$ cat src/rtl/rtc_pkg.sv
package rtc_pkg;
    localparam int unsigned NSRC = 5;

    localparam logic [7:0] OFS_BUSY   = 8'h04;
    localparam logic [7:0] OFS_SEC    = 8'h08;
    localparam logic [7:0] OFS_SHADOW = 8'h0C;
    localparam logic [7:0] OFS_MSEC   = 8'h10;
    localparam logic [7:0] OFS_SALM0  = 8'h14;
    localparam logic [7:0] OFS_MALM   = 8'h1C;
    localparam logic [7:0] OFS_MASK   = 8'h28;
    localparam logic [7:0] OFS_STAT   = 8'h2C;

    typedef enum logic {
        CP_RUN  = 1'b0,
        CP_COPY = 1'b1
    } copy_state_e;
endpackage

$ cat src/rtl/rtc_time_core.sv
module rtc_time_core #(
    parameter int unsigned TICK_HZ    = 32768,
    parameter int unsigned MS_PER_SEC = 1000,
    parameter int unsigned SEC_W      = 32,
    parameter int unsigned MS_W       = $clog2(MS_PER_SEC)
) (
    input  logic             clk,
    input  logic             rst,
    input  logic             tick_i,
    input  logic             load_i,
    input  logic [SEC_W-1:0] load_val_i,
    output logic [SEC_W-1:0] sec_o,
    output logic [MS_W-1:0]  ms_o,
    output logic             sec_adv_o,
    output logic             ms_adv_o
);
    localparam int unsigned ACC_W = $clog2(TICK_HZ + MS_PER_SEC);
    localparam logic [ACC_W:0] K_INC = (ACC_W+1)'(MS_PER_SEC);
    localparam logic [ACC_W:0] K_HZ  = (ACC_W+1)'(TICK_HZ);
    localparam logic [MS_W-1:0] K_MS_LAST = MS_W'(MS_PER_SEC - 1);

    logic [ACC_W-1:0] acc_q;
    logic [ACC_W:0]   acc_sum;
    logic [ACC_W:0]   acc_wrap;
    logic             ms_step;
    logic             ms_last;

    always_comb begin
        acc_sum  = {1'b0, acc_q} + K_INC;
        acc_wrap = acc_sum - K_HZ;
        ms_step  = (acc_sum >= K_HZ);
        ms_last  = (ms_o == K_MS_LAST);
    end

    always_ff @(posedge clk) begin
        if (rst) begin
            acc_q     <= '0;
            ms_o      <= '0;
            sec_o     <= '0;
            ms_adv_o  <= 1'b0;
            sec_adv_o <= 1'b0;
        end else begin
            ms_adv_o  <= 1'b0;
            sec_adv_o <= 1'b0;
            if (tick_i) begin
                acc_q <= ms_step ? acc_wrap[ACC_W-1:0] : acc_sum[ACC_W-1:0];
                if (ms_step) begin
                    ms_adv_o <= 1'b1;
                    if (ms_last) begin
                        ms_o      <= '0;
                        sec_o     <= sec_o + 1'b1;
                        sec_adv_o <= !load_i;
                    end else begin
                        ms_o <= ms_o + 1'b1;
                    end
                end
            end
            if (load_i) begin
                sec_o <= load_val_i;
            end
        end
    end

    // milliseconds never leave their range
    a_r2_ms_bound: assert property (@(posedge clk) disable iff (rst)
        ms_o < MS_W'(MS_PER_SEC));

    // a seconds step comes with a milliseconds wrap and adds exactly one
    a_r2_carry: assert property (@(posedge clk) disable iff (rst)
        sec_adv_o |-> (ms_o == '0) && (sec_o == $past(sec_o) + 1'b1));

    // milliseconds only move on a tick
    a_r2_ms_needs_tick: assert property (@(posedge clk) disable iff (rst)
        !$past(tick_i) |-> $stable(ms_o));
endmodule

$ cat src/rtl/rtc_copy_fsm.sv
module rtc_copy_fsm
    import rtc_pkg::*;
#(
    parameter int unsigned COPY_EVERY  = 8,
    parameter int unsigned COPY_CYCLES = 4
) (
    input  logic clk,
    input  logic rst,
    input  logic tick_i,
    output logic busy_o,
    output logic publish_o
);
    localparam int unsigned TC_W = (COPY_EVERY > 1) ? $clog2(COPY_EVERY) : 1;
    localparam int unsigned CC_W = (COPY_CYCLES > 1) ? $clog2(COPY_CYCLES) : 1;
    localparam logic [TC_W-1:0] TC_LAST = TC_W'(COPY_EVERY - 1);
    localparam logic [CC_W-1:0] CC_LAST = CC_W'(COPY_CYCLES - 1);

    copy_state_e state_q, state_d;
    logic [TC_W-1:0] tick_cnt_q;
    logic [CC_W-1:0] cyc_cnt_q;
    logic            window_tick;
    logic            window_done;

    assign window_tick = tick_i && (tick_cnt_q == TC_LAST);
    assign window_done = (cyc_cnt_q == CC_LAST);

    // state register
    always_ff @(posedge clk) begin
        if (rst) begin
            state_q <= CP_RUN;
        end else begin
            state_q <= state_d;
        end
    end

    // counters
    always_ff @(posedge clk) begin
        if (rst) begin
            tick_cnt_q <= '0;
            cyc_cnt_q  <= '0;
        end else begin
            if (tick_i) begin
                tick_cnt_q <= (tick_cnt_q == TC_LAST) ? '0 : tick_cnt_q + 1'b1;
            end
            if (state_q == CP_COPY) begin
                cyc_cnt_q <= window_done ? '0 : cyc_cnt_q + 1'b1;
            end else begin
                cyc_cnt_q <= '0;
            end
        end
    end

    // next state and outputs
    always_comb begin
        state_d   = state_q;
        busy_o    = 1'b0;
        publish_o = 1'b0;
        unique case (state_q)
            CP_RUN: begin
                if (window_tick) begin
                    state_d = CP_COPY;
                end
            end
            CP_COPY: begin
                busy_o = 1'b1;
                if (window_done) begin
                    publish_o = 1'b1;
                    state_d   = CP_RUN;
                end
            end
            default: state_d = CP_RUN;
        endcase
    end

    // a copy window opens only on a tick
    a_r3_open_on_tick: assert property (@(posedge clk) disable iff (rst)
        $rose(busy_o) |-> $past(tick_i));

    // publishing closes the window
    a_r3_publish_closes: assert property (@(posedge clk) disable iff (rst)
        publish_o |=> !busy_o);

    // the window stays open until it publishes
    a_r3_window_holds: assert property (@(posedge clk) disable iff (rst)
        (busy_o && !publish_o) |=> busy_o);
endmodule

$ cat src/rtl/rtc_irq_ctrl.sv
module rtc_irq_ctrl
    import rtc_pkg::*;
#(
    parameter int unsigned SEC_W = 32,
    parameter int unsigned MS_W  = 10,
    parameter int unsigned N_SALM = 2
) (
    input  logic                        clk,
    input  logic                        rst,
    input  logic [SEC_W-1:0]            sec_i,
    input  logic                        sec_adv_i,
    input  logic [MS_W-1:0]             ms_i,
    input  logic                        ms_adv_i,
    input  logic [N_SALM-1:0][SEC_W-1:0] salm_i,
    input  logic [MS_W-1:0]             malm_i,
    input  logic [NSRC-1:0]             clr_i,
    input  logic [NSRC-1:0]             mask_i,
    output logic [NSRC-1:0]             status_o,
    output logic                        irq_o
);
    logic [NSRC-1:0] hit;

    for (genvar g = 0; g < N_SALM; g++) begin : g_salm
        assign hit[g] = sec_adv_i && (salm_i[g] != '0) && (sec_i == salm_i[g]);
    end

    assign hit[N_SALM] = ms_adv_i && (malm_i != '0) && (ms_i == malm_i);

    for (genvar g = N_SALM + 1; g < NSRC; g++) begin : g_rsvd
        assign hit[g] = 1'b0;
    end

    always_ff @(posedge clk) begin
        if (rst) begin
            status_o <= '0;
        end else begin
            status_o <= (status_o & ~clr_i) | hit;
        end
    end

    assign irq_o = |(status_o & mask_i);

    // a clear without a new event empties the bit
    a_r9_w1c: assert property (@(posedge clk) disable iff (rst)
        (clr_i[0] && !hit[0]) |=> !status_o[0]);

    // a pending bit stays until cleared
    a_r9_sticky: assert property (@(posedge clk) disable iff (rst)
        (status_o[1] && !clr_i[1]) |=> status_o[1]);

    // a zero alarm never raises its bit
    a_r7_zero_alarm: assert property (@(posedge clk) disable iff (rst)
        (salm_i[0] == '0) |=> !$rose(status_o[0]));

    // reserved countdown bits never set
    a_r11_rsvd_quiet: assert property (@(posedge clk) disable iff (rst)
        status_o[NSRC-1:N_SALM+1] == '0);
endmodule

$ cat src/rtl/rtc_bus_top.sv
module rtc_bus_top
    import rtc_pkg::*;
#(
    parameter int unsigned TICK_HZ     = 32768,
    parameter int unsigned MS_PER_SEC  = 1000,
    parameter int unsigned COPY_EVERY  = 8,
    parameter int unsigned COPY_CYCLES = 4
) (
    input  logic        clk,
    input  logic        rst,
    input  logic        tick_i,
    input  logic        bus_sel_i,
    input  logic        bus_wr_i,
    input  logic [7:0]  bus_addr_i,
    input  logic [31:0] bus_wdata_i,
    output logic [31:0] bus_rdata_o,
    output logic        irq_o
);
    localparam int unsigned SEC_W  = 32;
    localparam int unsigned MS_W   = $clog2(MS_PER_SEC);
    localparam int unsigned N_SALM = 2;

    logic             busy;
    logic             publish;
    logic [SEC_W-1:0] core_sec;
    logic [MS_W-1:0]  core_ms;
    logic             sec_adv;
    logic             ms_adv;

    logic [SEC_W-1:0] sec_pub_q;
    logic [MS_W-1:0]  ms_pub_q;
    logic [SEC_W-1:0] shadow_q;
    logic [N_SALM-1:0][SEC_W-1:0] salm_q;
    logic [MS_W-1:0]  malm_q;
    logic [NSRC-1:0]  mask_q;
    logic [NSRC-1:0]  status;
    logic [NSRC-1:0]  clr;

    logic wr_any, wr_ok, rd_any;
    logic wr_sec, wr_malm, wr_mask, rd_msec;
    logic [N_SALM-1:0] wr_salm;

    assign wr_any  = bus_sel_i && bus_wr_i;
    assign rd_any  = bus_sel_i && !bus_wr_i;
    assign wr_ok   = wr_any && !busy;
    assign wr_sec  = wr_ok && (bus_addr_i == OFS_SEC);
    assign wr_malm = wr_ok && (bus_addr_i == OFS_MALM);
    assign wr_mask = wr_ok && (bus_addr_i == OFS_MASK);
    assign rd_msec = rd_any && (bus_addr_i == OFS_MSEC);
    assign clr     = (wr_any && (bus_addr_i == OFS_STAT)) ? bus_wdata_i[NSRC-1:0] : '0;

    for (genvar g = 0; g < N_SALM; g++) begin : g_salm_dec
        localparam logic [7:0] OFS_G = OFS_SALM0 + 8'(4 * g);
        assign wr_salm[g] = wr_ok && (bus_addr_i == OFS_G);
    end

    rtc_time_core #(
        .TICK_HZ   (TICK_HZ),
        .MS_PER_SEC(MS_PER_SEC),
        .SEC_W     (SEC_W),
        .MS_W      (MS_W)
    ) u_core (
        .clk       (clk),
        .rst       (rst),
        .tick_i    (tick_i),
        .load_i    (wr_sec),
        .load_val_i(bus_wdata_i),
        .sec_o     (core_sec),
        .ms_o      (core_ms),
        .sec_adv_o (sec_adv),
        .ms_adv_o  (ms_adv)
    );

    rtc_copy_fsm #(
        .COPY_EVERY (COPY_EVERY),
        .COPY_CYCLES(COPY_CYCLES)
    ) u_copy (
        .clk      (clk),
        .rst      (rst),
        .tick_i   (tick_i),
        .busy_o   (busy),
        .publish_o(publish)
    );

    rtc_irq_ctrl #(
        .SEC_W (SEC_W),
        .MS_W  (MS_W),
        .N_SALM(N_SALM)
    ) u_irq (
        .clk      (clk),
        .rst      (rst),
        .sec_i    (core_sec),
        .sec_adv_i(sec_adv),
        .ms_i     (core_ms),
        .ms_adv_i (ms_adv),
        .salm_i   (salm_q),
        .malm_i   (malm_q),
        .clr_i    (clr),
        .mask_i   (mask_q),
        .status_o (status),
        .irq_o    (irq_o)
    );

    always_ff @(posedge clk) begin
        if (rst) begin
            sec_pub_q <= '0;
            ms_pub_q  <= '0;
            shadow_q  <= '0;
            salm_q    <= '0;
            malm_q    <= '0;
            mask_q    <= '0;
        end else begin
            if (publish) begin
                sec_pub_q <= core_sec;
                ms_pub_q  <= core_ms;
            end
            if (wr_sec) begin
                sec_pub_q <= bus_wdata_i;
            end
            for (int i = 0; i < N_SALM; i++) begin
                if (wr_salm[i]) begin
                    salm_q[i] <= bus_wdata_i;
                end
            end
            if (wr_malm) begin
                malm_q <= bus_wdata_i[MS_W-1:0];
            end
            if (wr_mask) begin
                mask_q <= bus_wdata_i[NSRC-1:0];
            end
            if (rd_msec) begin
                shadow_q <= sec_pub_q;
            end
        end
    end

    always_comb begin
        bus_rdata_o = '0;
        case (bus_addr_i)
            OFS_BUSY:      bus_rdata_o = {31'b0, busy};
            OFS_SEC:       bus_rdata_o = sec_pub_q;
            OFS_SHADOW:    bus_rdata_o = shadow_q;
            OFS_MSEC:      bus_rdata_o = 32'(ms_pub_q);
            OFS_SALM0:     bus_rdata_o = salm_q[0];
            OFS_SALM0 + 8'h04: bus_rdata_o = salm_q[1];
            OFS_MALM:      bus_rdata_o = 32'(malm_q);
            OFS_MASK:      bus_rdata_o = 32'(mask_q);
            OFS_STAT:      bus_rdata_o = 32'(status);
            default:       bus_rdata_o = '0;
        endcase
    end

    // an alarm write during a copy window leaves the alarm alone
    a_r5_busy_blocks_alarm: assert property (@(posedge clk) disable iff (rst)
        (busy && wr_any && (bus_addr_i == OFS_SALM0)) |=> (salm_q[0] == $past(salm_q[0])));

    // a mask write during a copy window leaves the mask alone
    a_r5_busy_blocks_mask: assert property (@(posedge clk) disable iff (rst)
        (busy && wr_any && (bus_addr_i == OFS_MASK)) |=> $stable(mask_q));

    // a milliseconds read captures the published seconds
    a_r4_shadow_capture: assert property (@(posedge clk) disable iff (rst)
        rd_msec |=> (shadow_q == $past(sec_pub_q)));

    // published values move only on publish or a time write
    a_r3_pub_hold: assert property (@(posedge clk) disable iff (rst)
        (!publish && !wr_sec) |=> ($stable(sec_pub_q) && $stable(ms_pub_q)));
endmodule

$ cat config.mk
export PLATFORM = sky130hd
export DESIGN_NAME = rtc_bus_top
export DESIGN_NICKNAME = d
export VERILOG_FILES = /design/src/rtl/rtc_pkg.sv /design/src/rtl/rtc_time_core.sv /design/src/rtl/rtc_copy_fsm.sv /design/src/rtl/rtc_irq_ctrl.sv /design/src/rtl/rtc_bus_top.sv
export SDC_FILE = /design/constraint.sdc
export NUM_CORES = 1
export LEC_CHECK = 0
export BUFFER_PORTS_ARGS = -buffer_cell sky130_fd_sc_hd__clkbuf_2
export CELL_PAD_IN_SITES_DETAIL_PLACEMENT = 0
export CELL_PAD_IN_SITES_GLOBAL_PLACEMENT = 1
export CORE_ASPECT_RATIO = 1.25
export CORE_MARGIN = 3
export CORE_UTILIZATION = 40
export DETAILED_ROUTE_END_ITERATION = 12
export PLACE_DENSITY = 0.76
export SETUP_SLACK_MARGIN = 0.05
export SLEW_MARGIN = 30
export SYNTH_ARGS = -nofsm -noshare
export SYNTH_HDL_FRONTEND = slang
export SYNTH_SLANG_ARGS = --single-unit
$ cat constraint.sdc
create_clock -name clk -period 4.25 [get_ports clk]
set_input_delay 0.85 -clock clk [delete_from_list [all_inputs] [get_ports clk]]
set_output_delay 0.85 -clock clk [all_outputs]
set_load 0.01 [all_outputs]
Word-level counts from Yosys, hierarchy flattened --
Cells that the tools add are included.
Storage, ports and cells: flip-flop bits (word level) 224, latch bits 0, RAM bits 0, ROM bits 0, bits of input ports 45, output and inout port bits 33, logic and storage cells 97, memories 0
Operators by class: $add $sub $neg 6, multipliers 0, divide/modulo/power cells 0, $lt $le $gt $ge 1, eq/ne operators 15, shift operators 0, mux-type cells 18, bitwise operators 8, reduce and logical (&&, ||, !) cells 33
Operators with widths (count):
- $pmux W32 S9 | 1
- $mux W32 | 6
- $eq A32 B32 Y1 | 2
- $reduce_bool A32 Y1 | 2
- $add A32 B1 Y32 const B | 1
- $eq A8 B5 Y1 const B | 4
- $add A16 B10 Y17 const B | 1
- $ge A17 B16 Y1 const B | 1
- $logic_and A1 B1 Y1 | 17
- $eq A8 B4 Y1 const B | 2
- $eq A8 B6 Y1 const B | 2
- $mux W16 | 1
- $sub A16 B16 Y16 const B | 1
- $add A10 B1 Y10 const B | 1
- $and A5 B5 Y5 | 2
- $eq A10 B10 Y1 | 1
- $eq A10 B10 Y1 const B | 1
- $mux W10 | 1
- $reduce_bool A10 Y1 | 1
- $eq A8 B3 Y1 const B | 1
- $reduce_bool A2 Y1 | 4
- $mux W1 | 6
- $mux W5 | 1
- $not A5 Y5 | 1
- 15 further kinds | 20

Longest topological paths before layout --
word-level depth 6, depth in mapped cells 9, mapped depth without buffers 6

Cells and area by module --
A second synthesis with hierarchy kept.
Unflattened totals: cell total of the unflattened synthesis 1347, area, all modules 11436.0 um2
By module, submodules not included:
- rtc_bus_top | instances 1, cells an instance 807, area an instance 7004.2 um2, seq. area each 3062.9 um2
- rtc_time_core | instances 1, cells an instance 371, area an instance 3039.2 um2, seq. area each 1141.1 um2
- rtc_irq_ctrl | instances 1, cells an instance 145, area an instance 1141.1 um2, seq. area each 100.1 um2
- rtc_copy_fsm | instances 1, cells an instance 24, area an instance 251.5 um2, seq. area each 120.1 um2

Least setup slack after synthesis --
OpenSTA, ideal clock, no wires.
kind input-to-output, from in bus_addr_i[1], to out bus_rdata_o[12], data arrival time 2.560 ns, required time 3.400 ns, setup slack 0.840 ns, cell stages on the path 7, buffers on the path 3, cells stage by stage or4b_2 -> clkbuf_1 -> nor2_1 -> clkbuf_1 -> buf_1 -> nand2_1 -> nand2_1
Between the ends: word-level cells in the longest chain between the ends 2, elaborated cells on any way between the ends 10, those cells by class 9 x eq/ne; 1 x mux
Ends and longest elaborated chain:
- start: declaration | line rtc_bus_top.sv:14 | input logic [7:0] bus_addr_i,
- $eq A8 B6 Y1 (tied with other cells) | line rtc_bus_top.sv:139 | case (bus_addr_i)
- $pmux W32 S9 * | line rtc_bus_top.sv:139
- end: declaration | line rtc_bus_top.sv:16 | output logic [31:0] bus_rdata_o,
Every way passes the cells marked *; elsewhere a longest branch is shown, timed or not.

Worst setup path in the final report --
from in bus_addr_i[5], to out bus_rdata_o[2]
The elaborated chain is that of the path after synthesis.

==> impl_metrics.tcl <==
set metrics [dict create \
    die_x_microns 155 \
    path_clk_slew_ns 0.06 \
    start_kind "input pin" \
    min_period_ns 3.63 \
    r2r_setup_slack_ns 1.36 \
    cellLeakagePower_nw 4.68 \
    track_usage_pct 26.8 \
    fin_nets 1498 \
    dr.pass1.iters 9 \
    core_area_sq_um 27000 \
    drtIter0Drc 996 \
    worstSetupPathType "input pin to primary output" \
    maxSlewViolCount 0 \
    cts_sinks 221 \
    postCtsSetupBuffers 0 \
    synth_area_sq_um 11000 \
    worst_clock_skew_ns 0.0228 \
    synth_largest_area_cell "dfxtp_1" \
    powerDensity_nw_per_um2 383 \
    antenna_cells 0 \
    min_to "u_copy.cyc_cnt_q[0]" \
    holdCritStartpoint "u_copy.cyc_cnt_q[0]" \
    vias 10900 \
    viasPerCell 6.04 \
    drt-total-wl_microns 40600 \
    drive_gt1_share_pct 11.7 \
    min_path_type "flop to flop" \
    tightest_slew_ns 0.886 \
    fmax_ghz 0.276 \
    synth_edf_count 0 \
    min_path_cells 1 \
    grt_pass1_vias 10500 \
    io_pins 78 \
    yosys_warnings 0 \
    whs_ns 0.438 \
    syn_inst 1435 \
    synth.avg_cell_area_sq_um 7.70 \
    hold_viol 0 \
    synth_nets 1486 \
    dieArea_sq_um 29700 \
    grt_overflow 0 \
    synth_top_area_share_pct 40.0 \
    grt_setup_unrepaired "false" \
    cts_max_path_buffers 3 \
    dpl.cell_count 1764 \
    cap_violations 0 \
    cts_tree "done" \
    synth_ff_type "dfxtp_1" \
    outcome "completed" \
    reg2reg_depth 5 \
    worstPathRequired_ns 3.40 \
    synth-seq-cells 221 \
    wl_per_cell_microns 22.4 \
    gp_congestion 0.957 \
    r2r_start "u_core.acc_q[5]" \
    holdBufCountCts 0 \
    grt_first_pass_wirelength_microns 62700 \
    endpoint_kind "primary output" \
    die_h_microns 192 \
    ys_seq_area_share_pct 40.0 \
    rows 67 \
    ys_types 70 \
    min_period_over_period_pct 85.3 \
    setup_viol 0 \
    numCtsBuffers 26 \
    vdd_ir_drop_max_mv 0.298 \
    ys_top_cells_by_area "dfxtp_1, nand2_1, a21oi_1" \
    async_flop_share_pct 0 \
    dp_worst_setup_slack_ns 0.668 \
    ctsHtreeMaxLevel 1 \
    final_cells 1811 \
    cts-resized-gates 0 \
    ant_nets 0 \
    crit_fanout 11 \
    antenna_found_initial 0 \
    crit_arrival_ns 2.78 \
    start_util_pct 40.9 \
    finalSetupTns_ns 0 \
    setup_slack_ns 0.623 \
    r2r-end "u_core.ms_o[6]" \
    grt_max_degree 91 \
    drc 0 \
    numPortBuffers 77 \
    relSlewSlack_pct 40.4 \
    dpl.hpwl_microns 28800 \
    clockRootBuffer "clkbuf_16" \
    area_delta_synth_final_pct 14.2 \
    clock_latency_ns 0.54 \
]
-- Yosys cell counts (2+ instances only) --
cell type,count
or4_1,15
xnor2_1,18
clkbuf_1,100
a21o_1,2
o31a_1,4
nor2b_1,3
buf_1,3
a211oi_1,8
o21ba_2,2
inv_1,9
a21oi_1,136
nand2_1,383
a22oi_1,13
a311oi_1,11
a211o_1,2
a222oi_1,34
dfxtp_1,221
and3_1,7
buf_2,19
ha_1,6
nor3_1,21
a22o_1,2
o31ai_1,10
mux2i_1,4
nor4_2,2
and2_1,5
nor2_1,51
or4b_2,2
o221ai_1,2
xor2_1,69
nand2b_1,2
o2111ai_1,5
o21ai_0,32
nand4_1,17
o211ai_1,8
a31oi_1,42
and4_1,15
o21ai_1,2
nor4_1,46
nand3b_1,2
o311ai_0,4
and3b_1,5
nor3b_1,2
nand3_1,53
or3_1,11
-- sequential cells by signal, summed over array words and instances, names as in the netlist --
signal	cells
shadow_q	32
salm_q	64
u_copy.tick_cnt_q	3
ms_pub_q	10
u_core.acc_q	13
u_core.sec_o	32
u_core.sec_adv_o	1
u_core.ms_o	10
malm_q	10
u_copy.cyc_cnt_q	2
mask_q	5
u_irq.status_o	5
u_copy.state_q	1
u_core.ms_adv_o	1
sec_pub_q	32
-- worst max-delay path, stage by stage --
cell and delay, ns:
clkbuf_2 0.13, or4b_1 0.70, and3b_1 0.59, a222oi_1 0.23
nand3_1 0.14, clkbuf_2 0.14
-- metrics by stage --
stage / cell area [sq um] / total power, mW / utilization, %
3_5_place_dp: 11600 / 2.33 / 43.1
3_3_place_gp: 11600 / 2.33 / 43.1
2_1_floorplan: 11000 / 2.25 / -
4_1_cts: 12600 / 4.86 / 46.7
5_1_grt: 12600 / 4.96 / 46.8
6_report: 12600 / 4.83 / 46.8
-- routing by layer --
metal  vias up  track usage, %  part of all wire [%]
met5         -               0                     0
met4         0            14.0                   5.8
met3       100            2.75                   5.6
met2       399            46.4                    48
met1      5250            32.8                    40
li1       5186               -                     -
-- cell type report --
| cell class | instances | area, sq um |
|---|---|---|
| Clock inverter | 12 | 253 |
| Multi-Input combinational cell | 1080 | 6100 |
| Sequential cell | 221 | 4420 |
| Inverter | 9 | 33.8 |
| Tap cell | 345 | 432 |
| Clock buffer | 35 | 724 |
| Fill cell | 2780 | 14400 |
| Timing Repair Buffer | 109 | 648 |
-- placed cells by master (no fill, tap or decap), types with 18 or more instances in the layout --
cell / n
clkbuf_2: 76
a21oi_1: 136
xor2_1: 69
dfxtp_1: 221
nand3_1: 52
a222oi_1: 34
nor4_1: 46
xnor2_1: 18
nor2_1: 48
a31oi_1: 42
o21ai_0: 32
clkbuf_16: 26
buf_4: 30
nor3_1: 21
nand2_1: 383
-- worst max path at each step --
stage / startpoint / to / cells past startpoint
detailed placement: bus_addr_i[5] / bus_rdata_o[2] / 6
global route: bus_addr_i[5] / bus_rdata_o[2] / 6
finish: bus_addr_i[5] / bus_rdata_o[2] / 6
floorplan: bus_addr_i[1] / bus_rdata_o[12] / 7
global placement: bus_addr_i[5] / bus_rdata_o[2] / 6
CTS: bus_addr_i[5] / bus_rdata_o[2] / 6
-- kinds of logic (layout without fill, tap and decap cells) --
kind of cell,after synthesis,count (layout),synth area share [%]
AOI/OAI and AO/OA,330,330,19.6
xor gates and xnor gates,87,87,6.90
adders and majority gates,6,6,0.679
buffers and inverters,134,165,5.02
DFF,221,221,40.0
muxes,5,5,0.464
and+or+nand+nor,652,652,27.3
-- power breakdown --
part | switching, mW | internal [mW] | leakage, nW
clock network | 0.924 | 1.62 | 0.473
logic | 0.124 | 0.0543 | 2.42
registers | 0.0184 | 2.09 | 1.78
Power figures use the tool's default switching activity.
